**src/rtl/sctl_pkg.sv**
```systemverilog
package sctl_pkg;

    localparam int FRAME_LEN  = 16;
    localparam int ADDR_W     = 4;
    localparam int DATA_W     = 12;
    localparam int CODE_W     = 8;
    localparam int CLAMP_W    = 7;
    localparam int EDGE_SEL_BIT = 8;
    localparam int RANGE_BIT    = 7;
    localparam logic [DATA_W-1:0] POL_RESET = 12'h2C4;
    localparam logic [ADDR_W-1:0] ADDR_LAST = 4'h4;

    typedef enum logic [ADDR_W-1:0] {
        SEL_GAIN  = 4'h0,
        SEL_AUX   = 4'h1,
        SEL_CLAMP = 4'h2,
        SEL_POL   = 4'h3,
        SEL_RANGE = 4'h4
    } reg_sel_e;

    typedef struct packed {
        logic [ADDR_W-1:0] addr;
        logic [DATA_W-1:0] data;
    } frame_t;

    typedef struct packed {
        logic [CODE_W-1:0]  gain;
        logic [CODE_W-1:0]  aux;
        logic [CLAMP_W-1:0] clamp;
        logic [DATA_W-1:0]  pol;
        logic               wide;
    } ctrl_set_t;

    function automatic ctrl_set_t ctrl_reset_value();
        ctrl_set_t v;
        v.gain  = '0;
        v.aux   = '0;
        v.clamp = '0;
        v.pol   = POL_RESET;
        v.wide  = 1'b0;
        return v;
    endfunction

    function automatic ctrl_set_t apply_frame(ctrl_set_t cur, frame_t f);
        ctrl_set_t v;
        v = cur;
        case (reg_sel_e'(f.addr))
            SEL_GAIN:  v.gain  = f.data[CODE_W-1:0];
            SEL_AUX:   v.aux   = f.data[CODE_W-1:0];
            SEL_CLAMP: v.clamp = f.data[CLAMP_W-1:0];
            SEL_POL:   v.pol   = f.data;
            SEL_RANGE: v.wide  = f.data[RANGE_BIT];
            default:   v = cur;
        endcase
        return v;
    endfunction

endpackage

```
**src/rtl/sctl_sync.sv**
```systemverilog
module sctl_sync #(
    parameter int WIDTH  = 4,
    parameter int STAGES = 2
) (
    input  logic             clk,
    input  logic             rst,
    input  logic [WIDTH-1:0] d,
    output logic [WIDTH-1:0] q
);
    logic [WIDTH-1:0] chain [STAGES];

    always_ff @(posedge clk) begin
        if (rst) begin
            for (int i = 0; i < STAGES; i++) chain[i] <= '0;
        end else begin
            chain[0] <= d;
            for (int i = 1; i < STAGES; i++) chain[i] <= chain[i-1];
        end
    end

    assign q = chain[STAGES-1];
endmodule

```
**src/rtl/sctl_prev.sv**
```systemverilog
module sctl_prev #(
    parameter int WIDTH = 3
) (
    input  logic             clk,
    input  logic             rst,
    input  logic [WIDTH-1:0] cur,
    output logic [WIDTH-1:0] prev
);
    always_ff @(posedge clk) begin
        if (rst) prev <= '0;
        else     prev <= cur;
    end
endmodule

```
**src/rtl/sctl_frame_rx.sv**
```systemverilog
module sctl_frame_rx
    import sctl_pkg::*;
(
    input  logic   clk,
    input  logic   rst,
    input  logic   sen_lvl,
    input  logic   sen_rise,
    input  logic   sen_fall,
    input  logic   sclk_fall,
    input  logic   sdata_lvl,
    output logic   commit,
    output frame_t frame
);
    localparam int CNT_W = $clog2(FRAME_LEN + 2);
    localparam logic [CNT_W-1:0] CNT_FULL = CNT_W'(FRAME_LEN);
    localparam logic [CNT_W-1:0] CNT_OVER = CNT_W'(FRAME_LEN + 1);

    logic [FRAME_LEN-1:0] shreg;
    logic [CNT_W-1:0]     cnt;

    always_ff @(posedge clk) begin
        if (rst) begin
            shreg <= '0;
            cnt   <= '0;
        end else begin
            if (sclk_fall && sen_lvl) begin
                shreg <= {shreg[FRAME_LEN-2:0], sdata_lvl};
                if (cnt != CNT_OVER) cnt <= cnt + 1'b1;
            end
            if (sen_rise) cnt <= '0;
        end
    end

    assign commit = sen_fall && (cnt == CNT_FULL);
    assign frame  = frame_t'(shreg);

    AST_SHIFT_NEEDS_SEN: assert property (@(posedge clk) disable iff (rst)
        !sen_lvl |=> $stable(shreg));
endmodule

```
**src/rtl/sctl_regbank.sv**
```systemverilog
module sctl_regbank
    import sctl_pkg::*;
(
    input  logic      clk,
    input  logic      rst,
    input  logic      commit,
    input  frame_t    frame,
    input  logic      vs_rise,
    input  logic      vs_fall,
    output ctrl_set_t active
);
    ctrl_set_t stage, stage_nxt;
    logic      load;

    always_comb begin
        stage_nxt = commit ? apply_frame(stage, frame) : stage;
        load      = active.pol[EDGE_SEL_BIT] ? vs_fall : vs_rise;
    end

    always_ff @(posedge clk) begin
        if (rst) begin
            stage  <= ctrl_reset_value();
            active <= ctrl_reset_value();
        end else begin
            stage <= stage_nxt;
            if (load) active <= stage_nxt;
        end
    end

    AST_STAGE_HOLD: assert property (@(posedge clk) disable iff (rst)
        !commit |=> $stable(stage));
    AST_BAD_ADDR_IGNORED: assert property (@(posedge clk) disable iff (rst)
        (commit && (frame.addr > ADDR_LAST)) |=> $stable(stage));
    AST_ACTIVE_HOLD: assert property (@(posedge clk) disable iff (rst)
        !(vs_rise || vs_fall) |=> $stable(active));
    AST_LOAD_MATCHES_STAGE: assert property (@(posedge clk) disable iff (rst)
        load |=> (active == stage));
endmodule

```
**src/rtl/serial_ctrl_port.sv**
```systemverilog
module serial_ctrl_port
    import sctl_pkg::*;
#(
    parameter int SYNC_STAGES = 2
) (
    input  logic                clk,
    input  logic                rst,
    input  logic                sclk,
    input  logic                sen,
    input  logic                sdata,
    input  logic                vsync,
    output logic [CODE_W-1:0]   gain_code,
    output logic [CODE_W-1:0]   aux_dac_code,
    output logic [CLAMP_W-1:0]  clamp_ref,
    output logic [DATA_W-1:0]   pulse_pol,
    output logic                wide_range
);
    localparam int N_IN   = 4;
    localparam int N_EDGE = 3;

    logic [N_IN-1:0]   lvl;
    logic [N_EDGE-1:0] prev;
    logic              sclk_fall, sen_rise, sen_fall, vs_rise, vs_fall;
    logic              commit;
    frame_t            frame;
    ctrl_set_t         active;

    sctl_sync #(.WIDTH(N_IN), .STAGES(SYNC_STAGES)) u_sync (
        .clk (clk),
        .rst (rst),
        .d   ({sdata, vsync, sen, sclk}),
        .q   (lvl)
    );

    sctl_prev #(.WIDTH(N_EDGE)) u_prev (
        .clk  (clk),
        .rst  (rst),
        .cur  (lvl[N_EDGE-1:0]),
        .prev (prev)
    );

    assign sclk_fall = prev[0] & ~lvl[0];
    assign sen_rise  = ~prev[1] & lvl[1];
    assign sen_fall  = prev[1] & ~lvl[1];
    assign vs_rise   = ~prev[2] & lvl[2];
    assign vs_fall   = prev[2] & ~lvl[2];

    sctl_frame_rx u_rx (
        .clk       (clk),
        .rst       (rst),
        .sen_lvl   (lvl[1]),
        .sen_rise  (sen_rise),
        .sen_fall  (sen_fall),
        .sclk_fall (sclk_fall),
        .sdata_lvl (lvl[3]),
        .commit    (commit),
        .frame     (frame)
    );

    sctl_regbank u_bank (
        .clk     (clk),
        .rst     (rst),
        .commit  (commit),
        .frame   (frame),
        .vs_rise (vs_rise),
        .vs_fall (vs_fall),
        .active  (active)
    );

    assign gain_code    = active.gain;
    assign aux_dac_code = active.aux;
    assign clamp_ref    = active.clamp;
    assign pulse_pol    = active.pol;
    assign wide_range   = active.wide;
endmodule

```
**config.mk**
```make
export PLATFORM = sky130hd
export DESIGN_NAME = serial_ctrl_port
export DESIGN_NICKNAME = d
export VERILOG_FILES = /design/src/rtl/sctl_pkg.sv /design/src/rtl/sctl_sync.sv /design/src/rtl/sctl_prev.sv /design/src/rtl/sctl_frame_rx.sv /design/src/rtl/sctl_regbank.sv /design/src/rtl/serial_ctrl_port.sv
export SDC_FILE = /design/constraint.sdc
export NUM_CORES = 1
export LEC_CHECK = 0
export BUFFER_PORTS_ARGS = -buffer_cell sky130_fd_sc_hd__buf_2
export CORE_UTILIZATION = 50
export DETAILED_ROUTE_END_ITERATION = 6
export GPL_ROUTABILITY_DRIVEN = 0
export PLACE_DENSITY_LB_ADDON = 0.05
export SLEW_MARGIN = 20
export SYNTH_ARGS = -nofsm -noshare
export SYNTH_HDL_FRONTEND = slang
export SYNTH_HIERARCHICAL = 1
export SYNTH_SLANG_ARGS = --single-unit
```
**constraint.sdc**
```tcl
create_clock -name clk -period 4.7 [get_ports clk]
set_input_delay 0.235 -clock clk [delete_from_list [all_inputs] [get_ports clk]]
set_output_delay 0.235 -clock clk [all_outputs]
set_load 0.005 [all_outputs]
```
# Word level (Yosys, flattened, before mapping)
# Memories as Yosys holds them, arrays and structs flattened.
# Cells that the tools add are included.
[classes]
n_addsub = 1
eq_ne = 6
muxes = 12
n_bitwise = 12
reduce_logical = 5
[op_table]
columns = ["operator", "count"]
rows = [
  ["36-bit two-way mux", 1],
  ["8-bit two-way mux", 2],
  ["12-bit two-way mux", 1],
  ["4-bit by 2-bit == test with 1-bit output, second input constant", 2],
  ["4-bit two-way mux", 2],
  ["7-bit two-way mux", 1],
  ["5-bit by 1-bit adder with 5-bit output, second input constant", 1],
  ["1-bit AND", 5],
  ["5-bit == test, second input constant", 1],
  ["1-bit two-way mux", 5],
  ["5-bit != test, second input constant", 1],
  ["1-bit NOT", 5],
  ["4-bit by 1-bit == test with 1-bit output, second input constant", 1],
  ["4-bit by 3-bit == test with 1-bit output, second input constant", 1],
  ["4-bit zero test", 1],
  ["1-bit logical AND", 2],
  ["1-bit bitwise OR", 2],
  ["2-bit AND reduction", 1],
  ["2-bit OR reduction", 1],
]
[word_totals]
regBits = 96
mem_bits_rw = 8
inputBits = 6
output_inout_bits = 36
elab_cells = 50
mem_count = 1
[mem_list]
columns = ["name", "depth", "width", "rd", "rd_clocked_by_memory_dff", "write_ports", "line_no", "rtl"]
rows = [
  ["u_sync.chain", 2, 4, 2, 0, 2, "sctl_sync.sv:10", "logic [WIDTH-1:0] chain [STAGES];"],
]

# Depth between registers and ports, before layout
# Gate-level depths: netlist (run 1).
[depth]
word_depth = 4
mapped_depth = 8
depth_no_buf = 7

# By module
# The synthesis (run 1) kept the hierarchy.
[modules_own_cells]
columns = ["module", "n_inst", "cells_per_inst", "area_each_um2", "seq_area_each_um2"]
rows = [
  ["sctl_regbank", 1, 298, 2731.4, 1441.4],
  ["sctl_frame_rx", 1, 106, 843.3, 420.4],
  ["sctl_sync", 1, 20, 240.2, 160.2],
  ["sctl_prev", 1, 6, 78.8, 60.1],
  ["serial_ctrl_port", 1, 5, 41.3, 0.0],
]

# Worst setup path after synthesis (run 1)
# Ideal clock, no wire load.
[synth_path]
path_type = "reg2reg"
start = "memory u_sync.chain[1][1] (netlist: u_sync/chain[0][5])"
end = "register u_bank/active[13] (netlist name)"
setup_ns = 0.133
arrival_time_ns = 1.747
t_required_ns = 4.567
path_slack_ns = 2.820
stages_incl_launch_ff = 9
n_path_buf = 2
synth_period_minus_slack_ns = 1.880
cell_sequence = "dfxtp_1 buf_4 and2b_2 nand4_1 nor2_1 or3b_1 clkbuf_2 o21ai_0 a311oi_1"
[synth_lines]
columns = ["element", "line_no"]
rows = [
  ["start: declaration", "sctl_sync.sv:10"],
]

# Final worst setup path (run 1)
[layout_path]
start = "register u_rx.cnt[1]"
end = "register u_bank/active[20] (netlist name)"
[layout_via]
elab_chain_len = 3
[layout_lines]
columns = ["element", "line_no", "rtl"]
rows = [
  ["start: declaration", "sctl_frame_rx.sv:19", "logic [CNT_W-1:0] cnt;"],
  ["start signal: assignment", "sctl_frame_rx.sv:28", "if (cnt != CNT_OVER) cnt <= cnt + 1'b1;"],
  ["5-bit == test", "sctl_frame_rx.sv:34", "assign commit = sen_fall && (cnt == CNT_FULL);"],
  ["1-bit logical AND", "sctl_frame_rx.sv:34", ""],
  ["net commit", "serial_ctrl_port.sv:24", "logic commit;"],
  ["36-bit two-way mux", "sctl_regbank.sv:16", "stage_nxt = commit ? apply_frame(stage, frame) : stage;"],
]
# The timed path passes the listed nets, and every way through them passes these cells.
# A chain may end at the register's enable or synchronous reset.

==> impl_metrics.toml, run 1 <==
[place]
dp_hpwl_um = 5240
port_buffers = 41
pre_cts_ws_ns = 2.36
place_inst = 540

[routing]
avgViaCountPerCell = 5.69
antenna_left = 0
route.vias.total = 3164
first_pass_iters = 5
wl_per_cell_um = 15.2
finalWirelength_um = 8460
drt_iter0_markers = 163
drc = 0

[cts]
clock_sinks = 104
cts_buffers = 9
cts.path.max_buffers = 2
cts_hold_buf = 0
cts_tree = "yes"
htreeDepth = 3
postCtsSetupBuffers = 0
ctsResizeCount = 0
cts-root-buf = "clkbuf_8"
clkSlewWorstSetupHoldPaths_ns = 0.09
clk_latency_ns = 0.36

[logic_synthesis]
mappedNetlistArea_mm2 = 0.00394
seq_area_frac_synth_pct = 52.9
syn_nets = 444
ys_types = 38
netlist.area_leader.share_pct = 52.9
synth_xor_area_share_pct = 0
synthMuxAreaShare_pct = 0.541
yosysTopAreaCell = "dfxtp_1"
synth_area_leaders = "dfxtp_1, a311oi_1, a21oi_1"
yosysWarnings = 6
syn_area_per_cell_um2 = 9.05
syn_inst = 435
synth_compound_area_share_pct = 21.5
synth_fa_ha_area_share_pct = 0.954
ys_ff_latch = 104
synthSimpleGateAreaFrac_pct = 19.1
synth_top_family_by_area = "compound AO/OA/AOI/OAI gates"

[worst_setup_path]
cp-start-kind = "flip-flop"
r2r_cells = 7
r2r_end = "u_bank/active[20]"
slowest_delay_ns = 0.63
cp_top_family = "simple AND/OR/NAND/NOR gates"
cp_cell_sequence = "inv_1 > ha_1 > nand4_1 > nor2_1 > nand4bb_1 > o21ai_0 > a311oi_1"
crit_path_end_kind = "flip-flop"
rrSetupSlack_ns = 2.38
critical_path_required_ns = 4.89
path_class = "flip-flop to flip-flop"
slowest_stage = "nand4bb_1"
cp_num_buf_inv = 1
cp.arrival_ns = 2.51
r2r_start = "u_rx/cnt[1]"
cp_max_fo = 17

[timing]
min_period_over_period_pct = 49.3
finClkSkew_ns = 0.00962
tightestPinTransition_ns = 1.03
timing.setup.tns_ns = 0
finalMaxSlewViolations = 0
layout_setup_ws_ns = 2.38
slew_headroom_pct = 31.1
final-setup-viol-count = 0
fmax_mhz = 431
rsz0062_at_grt = "false"
hold_viol_final = 0
period_needed_ns = 2.32

[die]
core_mm2 = 0.00745
rows = 31
die_height_um = 90.7
die_w_um = 90.7
die_area_mm2 = 0.00823
io_pins = 42
initial_core_util_pct = 52.8

[final_layout]
utilization_pct = 57.6
final_common_cell = "dfxtp_1"
final_cell_count_no_fill = 556
drive_gt1_share_pct = 15.5
layout_common_cells = "dfxtp_1, a21oi_1, buf_2"
seqCellArea_mm2 = 0.00208
multi_input_area_mm2 = 0.00165
syn_to_final_growth_pct = 9.06
final_nets = 461
fillers = 706
antenna_cells = 0

[power]
pwr-share-clk_pct = 34.9
power_per_cell_area_mw_per_mm2 = 351
leakage_nw = 1.47
ir_worst_vdd_mv = 0.284
p_comb_share_pct = 4.7
netSwitchingFraction_pct = 24.0
seqPwrFrac_pct = 60.5
power.internal_mw = 1.14
p_sw_mw = 0.362
fin_total_pwr_mw = 1.51

[min_path]
hp-class = "input port to flip-flop"
worstHoldPathCells = 2
min-delay-start = "sen"
worst_hold_path.endpoint = "u_sync/chain[0][1]"

[global_route]
grt.total_usage_pct = 21.5
grt_pass1_wl_um = 14000
grt_pass1_vias = 2973
grt-ovfl-total = 0
antenna_found_initial = 0
grt_start_max_net_pins = 110

[status]
status = "finished clean"

[flow_run]
cap_violations = 0
[state kept, by name, indices dropped and copies added (netlist names)]
| signal | count |
|---|---|
| u_bank/active | 36 |
| u_bank/stage | 36 |
| u_rx/frame | 16 |
| u_sync/chain | 8 |
| u_rx/cnt | 5 |
| u_prev/prev | 3 |
[kinds of logic after synthesis]
kind of cell | count (synthesis)
adder cells (fa/ha/maj) | 3
multiplexers | 2
flip-flops | 104
AND/OR/NAND/NOR | 150
AO/OA/AOI/OAI | 134
buffers and inverters | 42
[power groups by stage]
stage | registers, mW | logic (mW) | clock network, mW
6_report | 0.910 | 0.0702 | 0.525
5_1_grt | 0.913 | 0.0801 | 0.591
4_1_cts | 0.911 | 0.0713 | 0.542
3_5_place_dp | 0.931 | 0.0713 | 0
3_3_place_gp | 0.930 | 0.0708 | 0
2_1_floorplan | 0.930 | 0.0466 | 0
[cell usage after synthesis (all sizes together)]
library cell and n:
clkbuf 23, nand3 33, o211ai 1, a2111oi 4
ha 3, buf 14, dfxtp 104, or2 2
a211o 4, inv 5, mux2i 1, a31o 1
and2 1, nor4bb 1, mux2 1, a211oi 4
nor2b 14, nand2b 1, and4bb 1, nor2 36
nand2 37, and2b 4, a311oi 32, or3b 1
or3 3, a311o 1, o21ai 34, nor3b 1
and3 4, o31ai 1, nand4bb 1, nand4 2
a21oi 52, nor3 8
[metal layers]
layer  GRT usage, %  share of wire (%)
met5              0                  0
met4           8.20                1.4
met3           5.98                4.0
met2           36.0                 49
met1           26.1                 45
[through the flow]
stage	area [µm²]	hold WS, ns
2_1_floorplan	3940	0.307
3_3_place_gp	4100	0.421
3_5_place_dp	4100	0.429
4_1_cts	4290	0.0632
5_1_grt	4290	0.0569
6_report	4290	0.0805
[worst max path at each step]
stage / start / to / depth (start not counted)
finish: u_rx/cnt[1] / u_bank/active[20] / 7
CTS: u_rx/cnt[1] / u_bank/active[2] / 7
global route: u_rx/cnt[1] / u_bank/active[30] / 7
detailed placement: u_rx/cnt[1] / u_bank/active[2] / 7
floorplan: u_sync/chain[0][5] / u_bank/active[13] / 8
global placement: u_rx/cnt[0] / u_bank/active[26] / 7
[worst register-to-register path: stages, from the launching register on]
cell and delay [ns]:
dfxtp_1 0.35, inv_1 0.09, ha_1 0.14, nand4_1 0.09, nor2_1 0.23, nand4bb_1 0.63, o21ai_0 0.49, a311oi_1 0.15
[layout make-up]
| class | instances | share of cell area, % |
|---|---|---|
| flip-flops and latches | 104 | 48.5 |
| inverters | 5 | 0.437 |
| repair buffers | 43 | 5.19 |
| well taps | 99 | 2.89 |
| clock buffers | 10 | 3.21 |
| clock inverters | 6 | 1.22 |
| multi-input cells | 289 | 38.5 |
Note: power is estimated with default switching activity, not from simulation.
==> inputs of run 2 (changes only) <==
==> constraint.sdc (replaced) <==
create_clock -name clk -period 2 [get_ports clk]
set_input_delay 0.1 -clock clk [delete_from_list [all_inputs] [get_ports clk]]
set_output_delay 0.1 -clock clk [all_outputs]
set_load 0.005 [all_outputs]
==> impl_metrics.toml, run 2 (synthesized netlist as in run 1, its figures left out) <==
[status]
status = "finished clean"

[cts]
htreeDepth = 3
postCtsSetupBuffers = 0
clock_sinks = 104
cts.path.max_buffers = 2
cts_buffers = 9
clk_latency_ns = 0.36
cts-root-buf = "clkbuf_8"
cts_tree = "yes"
clkSlewWorstSetupHoldPaths_ns = 0.10

[die]
die_w_um = 90.7
io_pins = 42
die_height_um = 90.7
die_area_mm2 = 0.00823
core_mm2 = 0.00745
rows = 31
initial_core_util_pct = 52.8

[global_route]
grt_pass1_vias = 2961
grt_start_max_net_pins = 64
grt.total_usage_pct = 21.6
grt-ovfl-total = 0
grt_pass1_wl_um = 14300
antenna_found_initial = 0

[worst_setup_path]
r2r_end = "u_bank/active[34]"
critical_path_required_ns = 2.22
r2r_start = "u_rx/cnt[1]"
critPathLaunch = "u_rx/cnt[1]"
cp.arrival_ns = 2.09
cp_max_fo = 15
crit_path_end_kind = "flip-flop"
cp-start-kind = "flip-flop"
rrSetupSlack_ns = 0.13
slowest_delay_ns = 0.50
path_class = "flip-flop to flip-flop"
slowest_stage = "or3b_4"
cp_cell_sequence = "inv_1 > ha_1 > nand4_1 > nor2_4 > or3b_4 > o21ai_0 > a311oi_1"
r2r_cells = 7

[timing]
slew_headroom_pct = 60.0
fmax_mhz = 535
layout_setup_ws_ns = 0.131
hold_viol_final = 0
min_period_over_period_pct = 93.4
finClkSkew_ns = 0.0130
finalMaxSlewViolations = 0
period_needed_ns = 1.87
rsz0062_at_grt = "true"
tightestPinTransition_ns = 0.584
final-setup-viol-count = 0
finalHoldWorstSlack_ns = 0.236

[routing]
first_pass_iters = 5
avgViaCountPerCell = 5.71
antenna_left = 0
wl_per_cell_um = 15.5
drc = 0
finalWirelength_um = 8850
drt_iter0_markers = 225
route.vias.total = 3253

[min_path]
worstHoldPathCells = 2
min-delay-start = "rst"
hp-class = "input port to flip-flop"
worst_hold_path.endpoint = "u_sync/chain[0][1]"

[power]
ir_worst_vdd_mv = 0.451
power_per_cell_area_mw_per_mm2 = 788
leakage_nw = 1.54
fin_total_pwr_mw = 3.48

[final_layout]
final_nets = 475
fillers = 678
drive_gt1_share_pct = 17.4
multi_input_area_mm2 = 0.00168
antenna_cells = 0
syn_to_final_growth_pct = 12.3
final_common_cell = "dfxtp_1"
layout_common_cells = "dfxtp_1, a21oi_1, buf_2"
utilization_pct = 59.3
seqCellArea_mm2 = 0.00208

[place]
port_buffers = 41
dp_hpwl_um = 5590
pre_cts_ws_ns = 0.00586

[flow_run]
cap_violations = 0
## run 2: changes by cell type in the layout (fill, tap and decap cells not counted), sizes merged
cell and delta:
inv -2, dlygate4sd3 +4, and4bb +1, clkinvlp -2, buf +9, clkbuf +1
clkinv +3
## run 2: worst max-delay path, delay by kind of cell (launching register included)
kind / cells / cell delay [ns]
AOI/OAI and AO/OA: 2 / 0.40
DFF: 1 / 0.32
buffers and inverters: 1 / 0.07
adders and majority gates: 1 / 0.13
and+or+nand+nor: 3 / 0.82
## run 2: worst max path at each step
stage	to	slack, ns
finish	u_bank/active[34]	0.13
global route	u_bank/active[17]	-0.001
CTS	u_bank/stage[7]	0.10
detailed placement	u_bank/active[34]	0.006
global placement	u_bank/active[17]	0.06
floorplan	u_bank/active[13]	0.12
## run 2: per-stage QoR
stage | std cells | area, µm² | setup TNS (ns)
2_1_floorplan | 435 | 3940 | 0
3_3_place_gp | 549 | 4180 | 0
3_5_place_dp | 549 | 4180 | 0
4_1_cts | 569 | 4400 | 0
5_1_grt | 570 | 4420 | -0.00167
6_report | 570 | 4420 | 0
## run 2: cell type report
cell class | count | area share [%]
Sequential cell | 104 | 47.1
Multi-Input combinational cell | 290 | 37.9
Timing Repair Buffer | 56 | 7.76
Clock buffer | 11 | 3.20
Tap cell | 99 | 2.80
Clock inverter | 5 | 0.736
Inverter | 5 | 0.425
## run 2: what timing repair did
item                                   in CTS  in global routing
endpoints found under the hold margin       4                  0
setup endpoints to repair                   1                 17
gates cloned                                0                  1
gates resized for setup                     1                  5
hold buffers                                4                  0
## run 2: metal layers
metal / global-route usage, % / wire (µm) / up-vias
met5: 0 / 0 / -
met4: 7.26 / 77 / 0
met3: 2.78 / 317 / 8
met2: 36.9 / 4380 / 76
met1: 28.0 / 4080 / 1544
li1: - / - / 1625
## run 2: report_power, final
group	internal [mW]	leakage (nW)	switching (mW)
sequential	2.11	0.843	0.0225
clock	0.486	0.0930	0.679
combinational	0.0786	0.608	0.102
==> inputs of run 3 (changes only) <==
==> constraint.sdc (replaced) <==
create_clock -name clk -period 1.7 [get_ports clk]
set_input_delay 0.085 -clock clk [delete_from_list [all_inputs] [get_ports clk]]
set_output_delay 0.085 -clock clk [all_outputs]
set_load 0.005 [all_outputs]
==> impl_metrics.toml, run 3 (synthesized netlist as in run 1, its figures left out) <==
[place]
placed_area_mm2 = 0.00431
port_buffers = 41
dp_hpwl_um = 5370
place_inst = 557

[final_layout]
utilization_pct = 66.7
syn_to_final_growth_pct = 26.2
drive_gt1_share_pct = 34.1
fillers = 647
seqCellArea_mm2 = 0.00208
final_cell_count_no_fill = 586
final_nets = 491
multi_input_area_mm2 = 0.00205
layout_common_cells = "dfxtp_1, a21oi_1, buf_2"
final_cell_area_mm2 = 0.00497
final_common_cell = "dfxtp_1"
antenna_cells = 0

[die]
rows = 31
die_height_um = 90.7
die_w_um = 90.7
core_mm2 = 0.00745
initial_core_util_pct = 52.8
io_pins = 42
die_area_mm2 = 0.00823

[worst_setup_path]
cp-start-kind = "flip-flop"
crit_path_end_kind = "flip-flop"
cp_max_fo = 7
path_class = "flip-flop to flip-flop"
cp.arrival_ns = 2.10
slowest_stage = "and4bb_4"
slowest_delay_ns = 0.38
critical_path_required_ns = 1.97
cp_cell_sequence = "inv_2 > ha_4 > nand4_1 > nor2_4 > buf_12 > and4bb_4 > nand3_4 > a311oi_2"

[timing]
layout_setup_ws_ns = -0.134
min_period_over_period_pct = 108
slew_headroom_pct = 40.7
hold_viol_final = 0
rsz0062_at_grt = "true"
final-setup-viol-count = 52
finClkSkew_ns = 0.0185
period_needed_ns = 1.83
finalMaxSlewViolations = 0
tightestPinTransition_ns = 0.889
fmax_mhz = 545

[min_path]
hp-class = "input port to flip-flop"

[cts]
clock_sinks = 104
cts.path.max_buffers = 2
cts-root-buf = "clkbuf_8"
clk_latency_ns = 0.37
cts_buffers = 9
htreeDepth = 3
cts_tree = "yes"
clkSlewWorstSetupHoldPaths_ns = 0.11

[routing]
wl_met1_um = 4410
finalWirelength_um = 9320
wl_per_cell_um = 15.9
first_pass_iters = 4
drc = 0
dr_wl_met2_um = 4430
maxUsedRoutingLayer = "met4"
drt_iter0_markers = 208
wl_met3_um = 393
avgViaCountPerCell = 5.75
route.vias.total = 3367
antenna_left = 0

[power]
fin_total_pwr_mw = 4.27
power_per_cell_area_mw_per_mm2 = 859
leakage_nw = 1.67
ir_worst_vdd_mv = 0.451

[global_route]
grt.total_usage_pct = 22.6
grt_pass1_wl_um = 15000
grt_pass1_vias = 3031
grt_start_max_net_pins = 48
grt-ovfl-total = 0
antenna_found_initial = 0

[status]
violations = "setup timing"
status = "complete, but fails checks"

[flow_run]
cap_violations = 0
==> run 3: metrics by stage <==
step | hold slack, ns | worst slack (ns) | setup TNS, ns
5_1_grt | 0.194 | -0.261 | -10.51
2_1_floorplan | 0.157 | -0.0720 | -1.23
3_3_place_gp | 0.299 | -0.0785 | -1.42
3_5_place_dp | 0.299 | -0.161 | -3.17
6_report | 0.180 | -0.134 | -3.59
4_1_cts | 0.164 | -0.0746 | -1.78
==> run 3: area by class of cell <==
| type | count | share of cell area (%) |
|---|---|---|
| Timing Repair Buffer | 70 | 10.0 |
| Clock buffer | 11 | 3.05 |
| Inverter | 5 | 0.378 |
| Clock inverter | 5 | 0.932 |
| Sequential cell | 104 | 42.0 |
| Multi-Input combinational cell | 292 | 41.2 |
| Tap cell | 99 | 2.49 |
==> run 3: critical path: cells and delay by family, from the launching register on <==
kind | cells | cell delay (ns)
compound gates | 1 | 0.32
fa+ha+maj | 1 | 0.13
buf+inv | 2 | 0.21
flops | 1 | 0.33
simple gates | 4 | 0.76
==> run 3: path summary, 6_finish.rpt <==
kind,start,to,slack (ns),depth (start not counted)
hold / removal,rst,u_sync/chain[0][6],0.18,2
setup / recovery,u_rx/cnt[1],u_bank/active[23],-0.13,8
hold reg to reg,u_sync/chain[0][3],u_sync/chain[0][7],0.45,1
setup reg to reg,u_rx/cnt[1],u_bank/active[23],-0.13,8
==> run 3: layer usage <==
layer	up-vias	GRT usage, %
met3	7	3.37
li1	1682	-
met2	69	35.4
met1	1609	31.4
met4	0	8.74
met5	-	0
==> run 3: timing repair <==
item | CTS | global route
hold buffers | 4 | 0
gates resized for setup | 40 | 56
pin swaps | 39 | 21
setup buffers | 2 | 3
endpoints found under the hold margin | 4 | 0
cloned | 4 | 0
setup endpoints to repair | 50 | 71
==> run 3: power breakdown <==
group | total (mW) | internal [mW] | switching [mW] | leakage, nW
clock network | 1.51 | 0.640 | 0.874 | 0.102
registers | 2.51 | 2.49 | 0.0251 | 0.844
logic | 0.238 | 0.107 | 0.131 | 0.727
